File: config.mk
export PLATFORM = sky130hd
export DESIGN_NAME = tlb_fa
export DESIGN_NICKNAME = d
export VERILOG_FILES = /design/src/rtl/tlb_pkg.sv /design/src/rtl/tlb_store.sv /design/src/rtl/tlb_victim.sv /design/src/rtl/tlb_fa.sv
export SDC_FILE = /design/constraint.sdc
export NUM_CORES = 2
export LEC_CHECK = 0
export CAP_MARGIN = 20
export CELL_PAD_IN_SITES_DETAIL_PLACEMENT = 1
export CELL_PAD_IN_SITES_GLOBAL_PLACEMENT = 1
export CORE_UTILIZATION = 49
export DETAILED_ROUTE_END_ITERATION = 8
export PLACE_DENSITY_LB_ADDON = 0.08
export REMOVE_ABC_BUFFERS = 1
export SYNTH_ARGS = -nofsm -noshare
export SYNTH_HDL_FRONTEND = slang
export SYNTH_SLANG_ARGS = --single-unit
File: constraint.sdc
create_clock -name clk -period 4.54 [get_ports clk]
set_clock_uncertainty 0.05 [all_clocks]
set_input_delay 0.681 -clock clk [delete_from_list [all_inputs] [get_ports clk]]
set_output_delay 0.681 -clock clk [all_outputs]
set_load 0.02 [all_outputs]
File: src/rtl/tlb_pkg.sv
package tlb_pkg;

    // Permission and state bits stored with every entry
    typedef struct packed {
        logic rd;
        logic wr;
        logic usr;
        logic dirty;
    } tlb_perm_t;

    // Victim selection policy once no entry is free
    typedef enum logic {
        REPL_FIFO = 1'b0,
        REPL_LFSR = 1'b1
    } tlb_repl_e;

    localparam int LFSR_W = 16;
    localparam logic [LFSR_W-1:0] LFSR_SEED = 16'hACE1;

    // Fault when the access kind is not permitted or a user touches a kernel page
    function automatic logic perm_fault(input tlb_perm_t p, input logic is_wr, input logic is_usr);
        logic kind_bad;
        kind_bad = is_wr ? !p.wr : !p.rd;
        return kind_bad || (is_usr && !p.usr);
    endfunction

    // Maximal-length Fibonacci LFSR, taps 16,14,13,11
    function automatic logic [LFSR_W-1:0] lfsr_step(input logic [LFSR_W-1:0] s);
        logic fb;
        fb = s[15] ^ s[13] ^ s[12] ^ s[10];
        return {s[LFSR_W-2:0], fb};
    endfunction

endpackage

File: src/rtl/tlb_store.sv
module tlb_store
    import tlb_pkg::*;
#(
    parameter int ENTRIES = 32,
    parameter int VPN_W   = 20,
    parameter int PPN_W   = 20,
    localparam int IDX_W  = $clog2(ENTRIES)
) (
    input  logic               clk,
    input  logic               rst,
    input  logic               flush,
    input  logic [VPN_W-1:0]   lk_vpn,
    input  logic [VPN_W-1:0]   rf_vpn,
    input  logic               wr_en,
    input  logic [IDX_W-1:0]   wr_idx,
    input  logic [PPN_W-1:0]   wr_ppn,
    input  tlb_perm_t          wr_perm,
    input  logic               dset_en,
    input  logic [IDX_W-1:0]   dset_idx,
    output logic [ENTRIES-1:0] valid_vec,
    output logic [ENTRIES-1:0] lk_match,
    output logic [ENTRIES-1:0] rf_match,
    output logic [PPN_W-1:0]   hit_ppn,
    output tlb_perm_t          hit_perm,
    output logic [IDX_W-1:0]   hit_idx
);

    logic [PPN_W-1:0] ppn_gated  [ENTRIES];
    tlb_perm_t        perm_gated [ENTRIES];

    for (genvar g = 0; g < ENTRIES; g++) begin : g_ent
        localparam logic [IDX_W-1:0] MY_IDX = IDX_W'(g);
        logic             vld_q;
        logic [VPN_W-1:0] vpn_q;
        logic [PPN_W-1:0] ppn_q;
        tlb_perm_t        perm_q;

        // Flush beats refill, refill beats the dirty-bit set
        always_ff @(posedge clk) begin
            if (rst) begin
                vld_q  <= 1'b0;
                vpn_q  <= '0;
                ppn_q  <= '0;
                perm_q <= '0;
            end else if (flush) begin
                vld_q <= 1'b0;
            end else if (wr_en && (wr_idx == MY_IDX)) begin
                vld_q  <= 1'b1;
                vpn_q  <= rf_vpn;
                ppn_q  <= wr_ppn;
                perm_q <= wr_perm;
            end else if (dset_en && (dset_idx == MY_IDX)) begin
                perm_q.dirty <= 1'b1;
            end
        end

        assign valid_vec[g]  = vld_q;
        assign lk_match[g]   = vld_q && (vpn_q == lk_vpn);
        assign rf_match[g]   = vld_q && (vpn_q == rf_vpn);
        assign ppn_gated[g]  = lk_match[g] ? ppn_q  : '0;
        assign perm_gated[g] = lk_match[g] ? perm_q : '0;
    end

    // One-hot match reduced by OR: no priority chain
    always_comb begin
        hit_ppn  = '0;
        hit_perm = '0;
        hit_idx  = '0;
        for (int i = 0; i < ENTRIES; i++) begin
            hit_ppn  = hit_ppn | ppn_gated[i];
            hit_perm = tlb_perm_t'(hit_perm | perm_gated[i]);
            if (lk_match[i]) hit_idx = hit_idx | IDX_W'(i);
        end
    end

    AST_FLUSH_CLEARS: assert property (@(posedge clk) disable iff (rst)
        flush |=> (valid_vec == '0));
    AST_SINGLE_MATCH: assert property (@(posedge clk) disable iff (rst)
        $onehot0(lk_match));
    AST_REFILL_LANDS: assert property (@(posedge clk) disable iff (rst)
        (wr_en && !flush) |=> valid_vec[$past(wr_idx)]);

endmodule

File: src/rtl/tlb_victim.sv
module tlb_victim
    import tlb_pkg::*;
#(
    parameter int        ENTRIES = 32,
    parameter tlb_repl_e REPL    = REPL_FIFO,
    localparam int       IDX_W   = $clog2(ENTRIES)
) (
    input  logic               clk,
    input  logic               rst,
    input  logic [ENTRIES-1:0] valid_vec,
    input  logic               alloc,
    output logic [IDX_W-1:0]   victim_idx
);

    logic             any_free;
    logic [IDX_W-1:0] free_idx;
    logic [IDX_W-1:0] repl_idx;
    logic             evict;

    // Lowest-numbered empty entry wins (scan downward, last write wins)
    always_comb begin
        any_free = 1'b0;
        free_idx = '0;
        for (int i = ENTRIES - 1; i >= 0; i--) begin
            if (!valid_vec[i]) begin
                any_free = 1'b1;
                free_idx = IDX_W'(i);
            end
        end
    end

    assign evict = alloc && !any_free;

    if (REPL == REPL_FIFO) begin : g_fifo
        logic [IDX_W-1:0] ptr_q;

        always_ff @(posedge clk) begin
            if (rst)        ptr_q <= '0;
            else if (evict) ptr_q <= ptr_q + 1'b1;
        end

        assign repl_idx = ptr_q;

        AST_PTR_HOLD: assert property (@(posedge clk) disable iff (rst)
            !evict |=> $stable(ptr_q));
        AST_PTR_STEP: assert property (@(posedge clk) disable iff (rst)
            evict |=> (ptr_q == IDX_W'($past(ptr_q) + 1'b1)));
    end else begin : g_lfsr
        logic [LFSR_W-1:0] lfsr_q;

        always_ff @(posedge clk) begin
            if (rst) lfsr_q <= LFSR_SEED;
            else     lfsr_q <= lfsr_step(lfsr_q);
        end

        // Fold every state bit into the index
        always_comb begin
            repl_idx = '0;
            for (int b = 0; b < LFSR_W; b++) begin
                repl_idx[b % IDX_W] = repl_idx[b % IDX_W] ^ lfsr_q[b];
            end
        end

        AST_LFSR_LIVE: assert property (@(posedge clk) disable iff (rst)
            lfsr_q != '0);
    end

    assign victim_idx = any_free ? free_idx : repl_idx;

    AST_FREE_FIRST: assert property (@(posedge clk) disable iff (rst)
        (alloc && any_free) |-> !valid_vec[victim_idx]);

endmodule

File: src/rtl/tlb_fa.sv
module tlb_fa
    import tlb_pkg::*;
#(
    parameter int        ENTRIES = 32,
    parameter int        VA_W    = 32,
    parameter int        PA_W    = 32,
    parameter int        OFF_W   = 12,
    parameter tlb_repl_e REPL    = REPL_FIFO,
    localparam int       VPN_W   = VA_W - OFF_W,
    localparam int       PPN_W   = PA_W - OFF_W
) (
    input  logic             clk,
    input  logic             rst,
    input  logic             flush,
    input  logic             lk_valid,
    input  logic [VA_W-1:0]  lk_va,
    input  logic             lk_write,
    input  logic             lk_user,
    output logic             lk_hit,
    output logic             lk_miss,
    output logic [PA_W-1:0]  lk_pa,
    output logic             lk_fault,
    output logic             lk_dirty_req,
    input  logic             rf_valid,
    input  logic [VPN_W-1:0] rf_vpn,
    input  logic [PPN_W-1:0] rf_ppn,
    input  logic             rf_rd,
    input  logic             rf_wr,
    input  logic             rf_usr,
    input  logic             rf_dirty
);

    localparam int IDX_W = $clog2(ENTRIES);

    logic [ENTRIES-1:0] valid_vec;
    logic [ENTRIES-1:0] lk_match;
    logic [ENTRIES-1:0] rf_match;
    logic [PPN_W-1:0]   hit_ppn;
    tlb_perm_t          hit_perm;
    logic [IDX_W-1:0]   hit_idx;
    logic [IDX_W-1:0]   victim_idx;
    logic [IDX_W-1:0]   rf_idx;
    logic [IDX_W-1:0]   wr_idx;
    logic               rf_go;
    logic               rf_same;
    logic               alloc;
    logic               hit_any;
    tlb_perm_t          wr_perm;

    // ---------------- lookup path ----------------
    assign hit_any      = lk_valid && !flush && (|lk_match);
    assign lk_hit       = hit_any;
    assign lk_miss      = lk_valid && !hit_any;
    assign lk_fault     = hit_any && perm_fault(hit_perm, lk_write, lk_user);
    assign lk_dirty_req = hit_any && lk_write && !lk_fault && !hit_perm.dirty;
    assign lk_pa        = hit_any ? {hit_ppn, lk_va[OFF_W-1:0]} : '0;

    // ---------------- refill path ----------------
    always_comb begin
        rf_idx = '0;
        for (int i = 0; i < ENTRIES; i++) begin
            if (rf_match[i]) rf_idx = rf_idx | IDX_W'(i);
        end
    end

    assign rf_go   = rf_valid && !flush;
    assign rf_same = |rf_match;
    assign alloc   = rf_go && !rf_same;
    assign wr_idx  = rf_same ? rf_idx : victim_idx;
    assign wr_perm = '{rd: rf_rd, wr: rf_wr, usr: rf_usr, dirty: rf_dirty};

    tlb_store #(
        .ENTRIES (ENTRIES),
        .VPN_W   (VPN_W),
        .PPN_W   (PPN_W)
    ) u_store (
        .clk       (clk),
        .rst       (rst),
        .flush     (flush),
        .lk_vpn    (lk_va[VA_W-1:OFF_W]),
        .rf_vpn    (rf_vpn),
        .wr_en     (rf_go),
        .wr_idx    (wr_idx),
        .wr_ppn    (rf_ppn),
        .wr_perm   (wr_perm),
        .dset_en   (lk_dirty_req),
        .dset_idx  (hit_idx),
        .valid_vec (valid_vec),
        .lk_match  (lk_match),
        .rf_match  (rf_match),
        .hit_ppn   (hit_ppn),
        .hit_perm  (hit_perm),
        .hit_idx   (hit_idx)
    );

    tlb_victim #(
        .ENTRIES (ENTRIES),
        .REPL    (REPL)
    ) u_victim (
        .clk        (clk),
        .rst        (rst),
        .valid_vec  (valid_vec),
        .alloc      (alloc),
        .victim_idx (victim_idx)
    );

    AST_HIT_MISS_EXCL: assert property (@(posedge clk) disable iff (rst)
        !(lk_hit && lk_miss));
    AST_MISS_NO_FAULT: assert property (@(posedge clk) disable iff (rst)
        !lk_hit |-> (!lk_fault && lk_pa == '0));
    AST_DIRTY_QUAL: assert property (@(posedge clk) disable iff (rst)
        lk_dirty_req |-> (lk_hit && lk_write && !lk_fault));
    AST_FLUSH_MISS: assert property (@(posedge clk) disable iff (rst)
        flush |-> !lk_hit);

endmodule

==> flow_summary_export.csv <==
group,metric,value,unit
status,status,"finished with violations",
status,violations,"setup timing",
power,peakVddDrop,0.372,mV
timing,setup_viol,3,
global_route,grt_pass1_vias,67700,
global_route,grt_max_degree,169,
cells_and_area,nNetsFinal,8561,
die,start_util,0.496,
placed_design,globalplace.congestion,0.991,
routing,viasPerCell,6.21,
logic_synthesis,synth.avg_cell_area,9.29,sq um
logic_synthesis,synthFlopType,"dfxtp_1",
clock_network,clkSinkCount,1445,
global_route,grt_pass1_wl,473000,um
die,coreArea,148000,sq um
logic_synthesis,synth-edff-count,0,
cells_and_area,drive_gt1_frac,0.183,
run,cap_violations,0,
cells_and_area,fillers,16300,
routing,highest_layer,"met5",
routing,wire_per_inst,31.2,um
power,p_per_area,317,nW/um^2
logic_synthesis,ys_types,78,
routing,wirelength,331000,um
logic_synthesis,async_flop_share,0,
routing,dr.first_iter.drc_count,5906,
clock_network,clk_pin_slew_worst_paths,0.06,ns
worst_hold_path,hp-class,"in -> reg",
placed_design,portBuffers,118,
logic_synthesis,yosysTopAreaCellShare,0.393,
timing,final_hold_viol_count,0,
die,die_y,390,um
setup_path,arrival,3.82,ns
timing,period_minus_slack,4.55,ns
logic_synthesis,syn_inst,7924,
power,p_leak,34.0,nW
global_route,grt.overflow.total,0,
timing,relSlewSlack,0.259,
setup_path,crit_end,"lk_pa[31]",
setup_path,cp-end-kind,"output pin",
cells_and_area,syn2layout_area_growth,23.1,%
setup_path,critical_path.startpoint,"u_store.g_ent[7].vld_q",
setup_path,start_kind,"flop",
setup_path,worstRegToRegCells,15,
die,rows,141,
setup_path,rrSetupSlack,0.16,ns
cells_and_area,multiInputGateArea,41800,sq um
setup_path,crit_required,3.81,ns
routing,vias,65800,
timing,min_period_over_period,1.00,
logic_synthesis,synth.most_common_cell,"dfxtp_1",
placed_design,dp_worst_setup_slack,-0.730,ns
logic_synthesis,syn_area,73600,sq um
timing,drv_slew,0,
clock_network,cts_inserted_buffers,161,
routing,drc,0,
timing,setup_ws,-0.00669,ns
setup_path,path_class,"reg -> out",
setup_path,worstReg2RegStart,"u_store.g_ent[29].vpn_q[4]",
routing,routed-wl-met3,23400,um
logic_synthesis,synth_top_area_cell,"dfxtp_1",
cells_and_area,stdcell_area,90600,sq um
logic_synthesis,synth_area_leaders,"dfxtp_1 39%, mux2i_1 18%, xnor2_1 12%, nor2_1 7.2%, xor2_1 3.7%",
logic_synthesis,ys_seq_elements,1445,
routing,drt-met1-wl,131000,um
timing,tightest_slew,1.11,ns
die,dieArea,152000,sq um
global_route,grt_usage,0.423,
clock_network,htreeDepth,4,
die,die_w,390,um
logic_synthesis,yosys_warnings,0,
logic_synthesis,yosysSeqAreaShare,0.393,
global_route,antenna_found_initial,6,
clock_network,clk_path_buf_depth,3,
logic_synthesis,synth_commonest_cells,"1445 x dfxtp_1, 1410 x nor2_1, 1322 x mux2i_1",
placed_design,place_area,83500,sq um
clock_network,insertion_delay,0.84,ns
routing,firstDrtPassIters,6,
clock_network,cts_tree,"built",
placed_design,dp_hpwl,229000,um
timing,fmax,0.220,GHz
setup_path,r2r_end,"u_store.g_ent[23].vpn_q[15]",
cells_and_area,seq_area,29000,sq um
clock_network,cts_root_buf,"clkbuf_16",
routing,route.met2.wl,151000,um
setup_path,crit_fanout,11,
power,fin_total_pwr,0.0287,W
die,pin_count,119,
routing,antenna_left,0,
==> where the power goes <==
| group | total (W) | switching (W) | internal, W | leakage, nW |
|---|---|---|---|---|
| Combinational | 0.00249 | 0.00155 | 0.000942 | 19.7 |
| Clock | 0.0135 | 0.00584 | 0.00765 | 2.62 |
| Sequential | 0.0127 | 0.0000230 | 0.0127 | 11.7 |
| Total | 0.0287 | 0.00742 | 0.0213 | 34.0 |
==> cells in the final DEF (no fill, tap or decap), types with 24 or more instances in the layout <==
cell	count
clkbuf_1	46
a21oi_1	98
nand2_1	177
nor2_1	1408
and3_1	26
xor2_1	301
a22o_1	93
nor3_1	42
dfxtp_2	70
nand4_1	331
a22oi_1	170
mux2i_1	1322
clkdlybuf4s50_1	39
buf_4	770
nor4_1	122
or4_1	29
dfxtp_1	1370
buf_12	235
clkbuf_8	35
xnor2_1	957
clkbuf_16	162
a221oi_1	84
nand3_1	172
inv_1	29
and2_4	24
==> cell type report <==
| cell class | instances | area share |
|---|---|---|
| Antenna cell | 1 | 0.0000276 |
| Clock buffer | 242 | 0.0517 |
| Clock inverter | 44 | 0.00772 |
| Inverter | 30 | 0.00129 |
| Multi-Input combinational cell | 5728 | 0.461 |
| Sequential cell | 1445 | 0.321 |
| Tap cell | 2002 | 0.0277 |
| Timing Repair Buffer | 1111 | 0.130 |
==> cell families (layout without fill, tap and decap cells) <==
family / count (synthesis) / in the layout / synth area share
fa+ha+maj: 1 / 1 / 0.000170
xor+xnor: 1288 / 1288 / 0.153
compound gates: 581 / 581 / 0.0594
buf+inv: 751 / 1427 / 0.0528
simple gates: 2535 / 2535 / 0.161
other cells: 0 / 1 / 0
flops: 1445 / 1445 / 0.393
mux: 1323 / 1323 / 0.180
==> critical path: stages, from the launching register on <==
cell	delay, ns
dfxtp_1	0.52
o211ai_1	0.20
a2111oi_1	0.47
buf_4	0.21
and2_4	0.23
or4_1	0.17
nor2_2	0.04
a41o_2	0.30
buf_4	0.15
buf_12	0.15
buf_4	0.16
a31oi_2	0.18
buf_4	0.18
==> state kept, by name (all words and copies together), names as in the netlist <==
register and count:
u_store.g_ent.perm_q 128, u_store.g_ent.ppn_q 640, u_store.g_ent.vld_q 32, u_store.g_ent.vpn_q 640
u_victim.g_fifo.ptr_q 5
==> per-layer routing <==
layer / vias to the layer above / global-route usage
met3: 1076 / 0.0746
met5: - / 0
met4: 10 / 0.281
li1: 28500 / -
met2: 2821 / 0.685
met1: 33400 / 0.516
==> per-stage QoR <==
stage,util,setup TNS (ns),hold WS (ns),instances
floorplan,-,-1213.25,0.375,7203
global placement,0.562,-362.34,0.389,10300
detailed placement,0.563,-407.20,0.400,10300
CTS,0.605,-0.565,0.152,10600
global route,0.610,-0.858,0.216,10600
finish,0.610,-0.0122,0.204,10600
==> how the worst min path moves through the flow <==
| stage | startpoint | to | slack [ns] | cells past startpoint |
|---|---|---|---|---|
| after floorplan | u_store.g_ent[19].ppn_q[14] | u_store.g_ent[19].ppn_q[14] | 0.38 | 2 |
| after global placement | u_store.g_ent[19].ppn_q[13] | u_store.g_ent[19].ppn_q[13] | 0.39 | 2 |
| after detailed placement | u_store.g_ent[19].perm_q[1] | u_store.g_ent[19].perm_q[1] | 0.40 | 2 |
| after CTS | rf_vpn[1] | u_store.g_ent[29].vpn_q[1] | 0.15 | 3 |
| after global routing | rf_vpn[1] | u_store.g_ent[29].vpn_q[1] | 0.22 | 3 |
| final | rf_vpn[1] | u_store.g_ent[29].vpn_q[1] | 0.20 | 3 |
==> timing repair <==
action                     4_1_cts  5_1_grt
gates cloned                     2        1
hold buffers                     0        0
pin swaps                       31       36
buffers inserted                27       21
setup endpoints to repair       36       74
resized for setup              250      129
No activity file was read; power rests on OpenSTA's default activity.
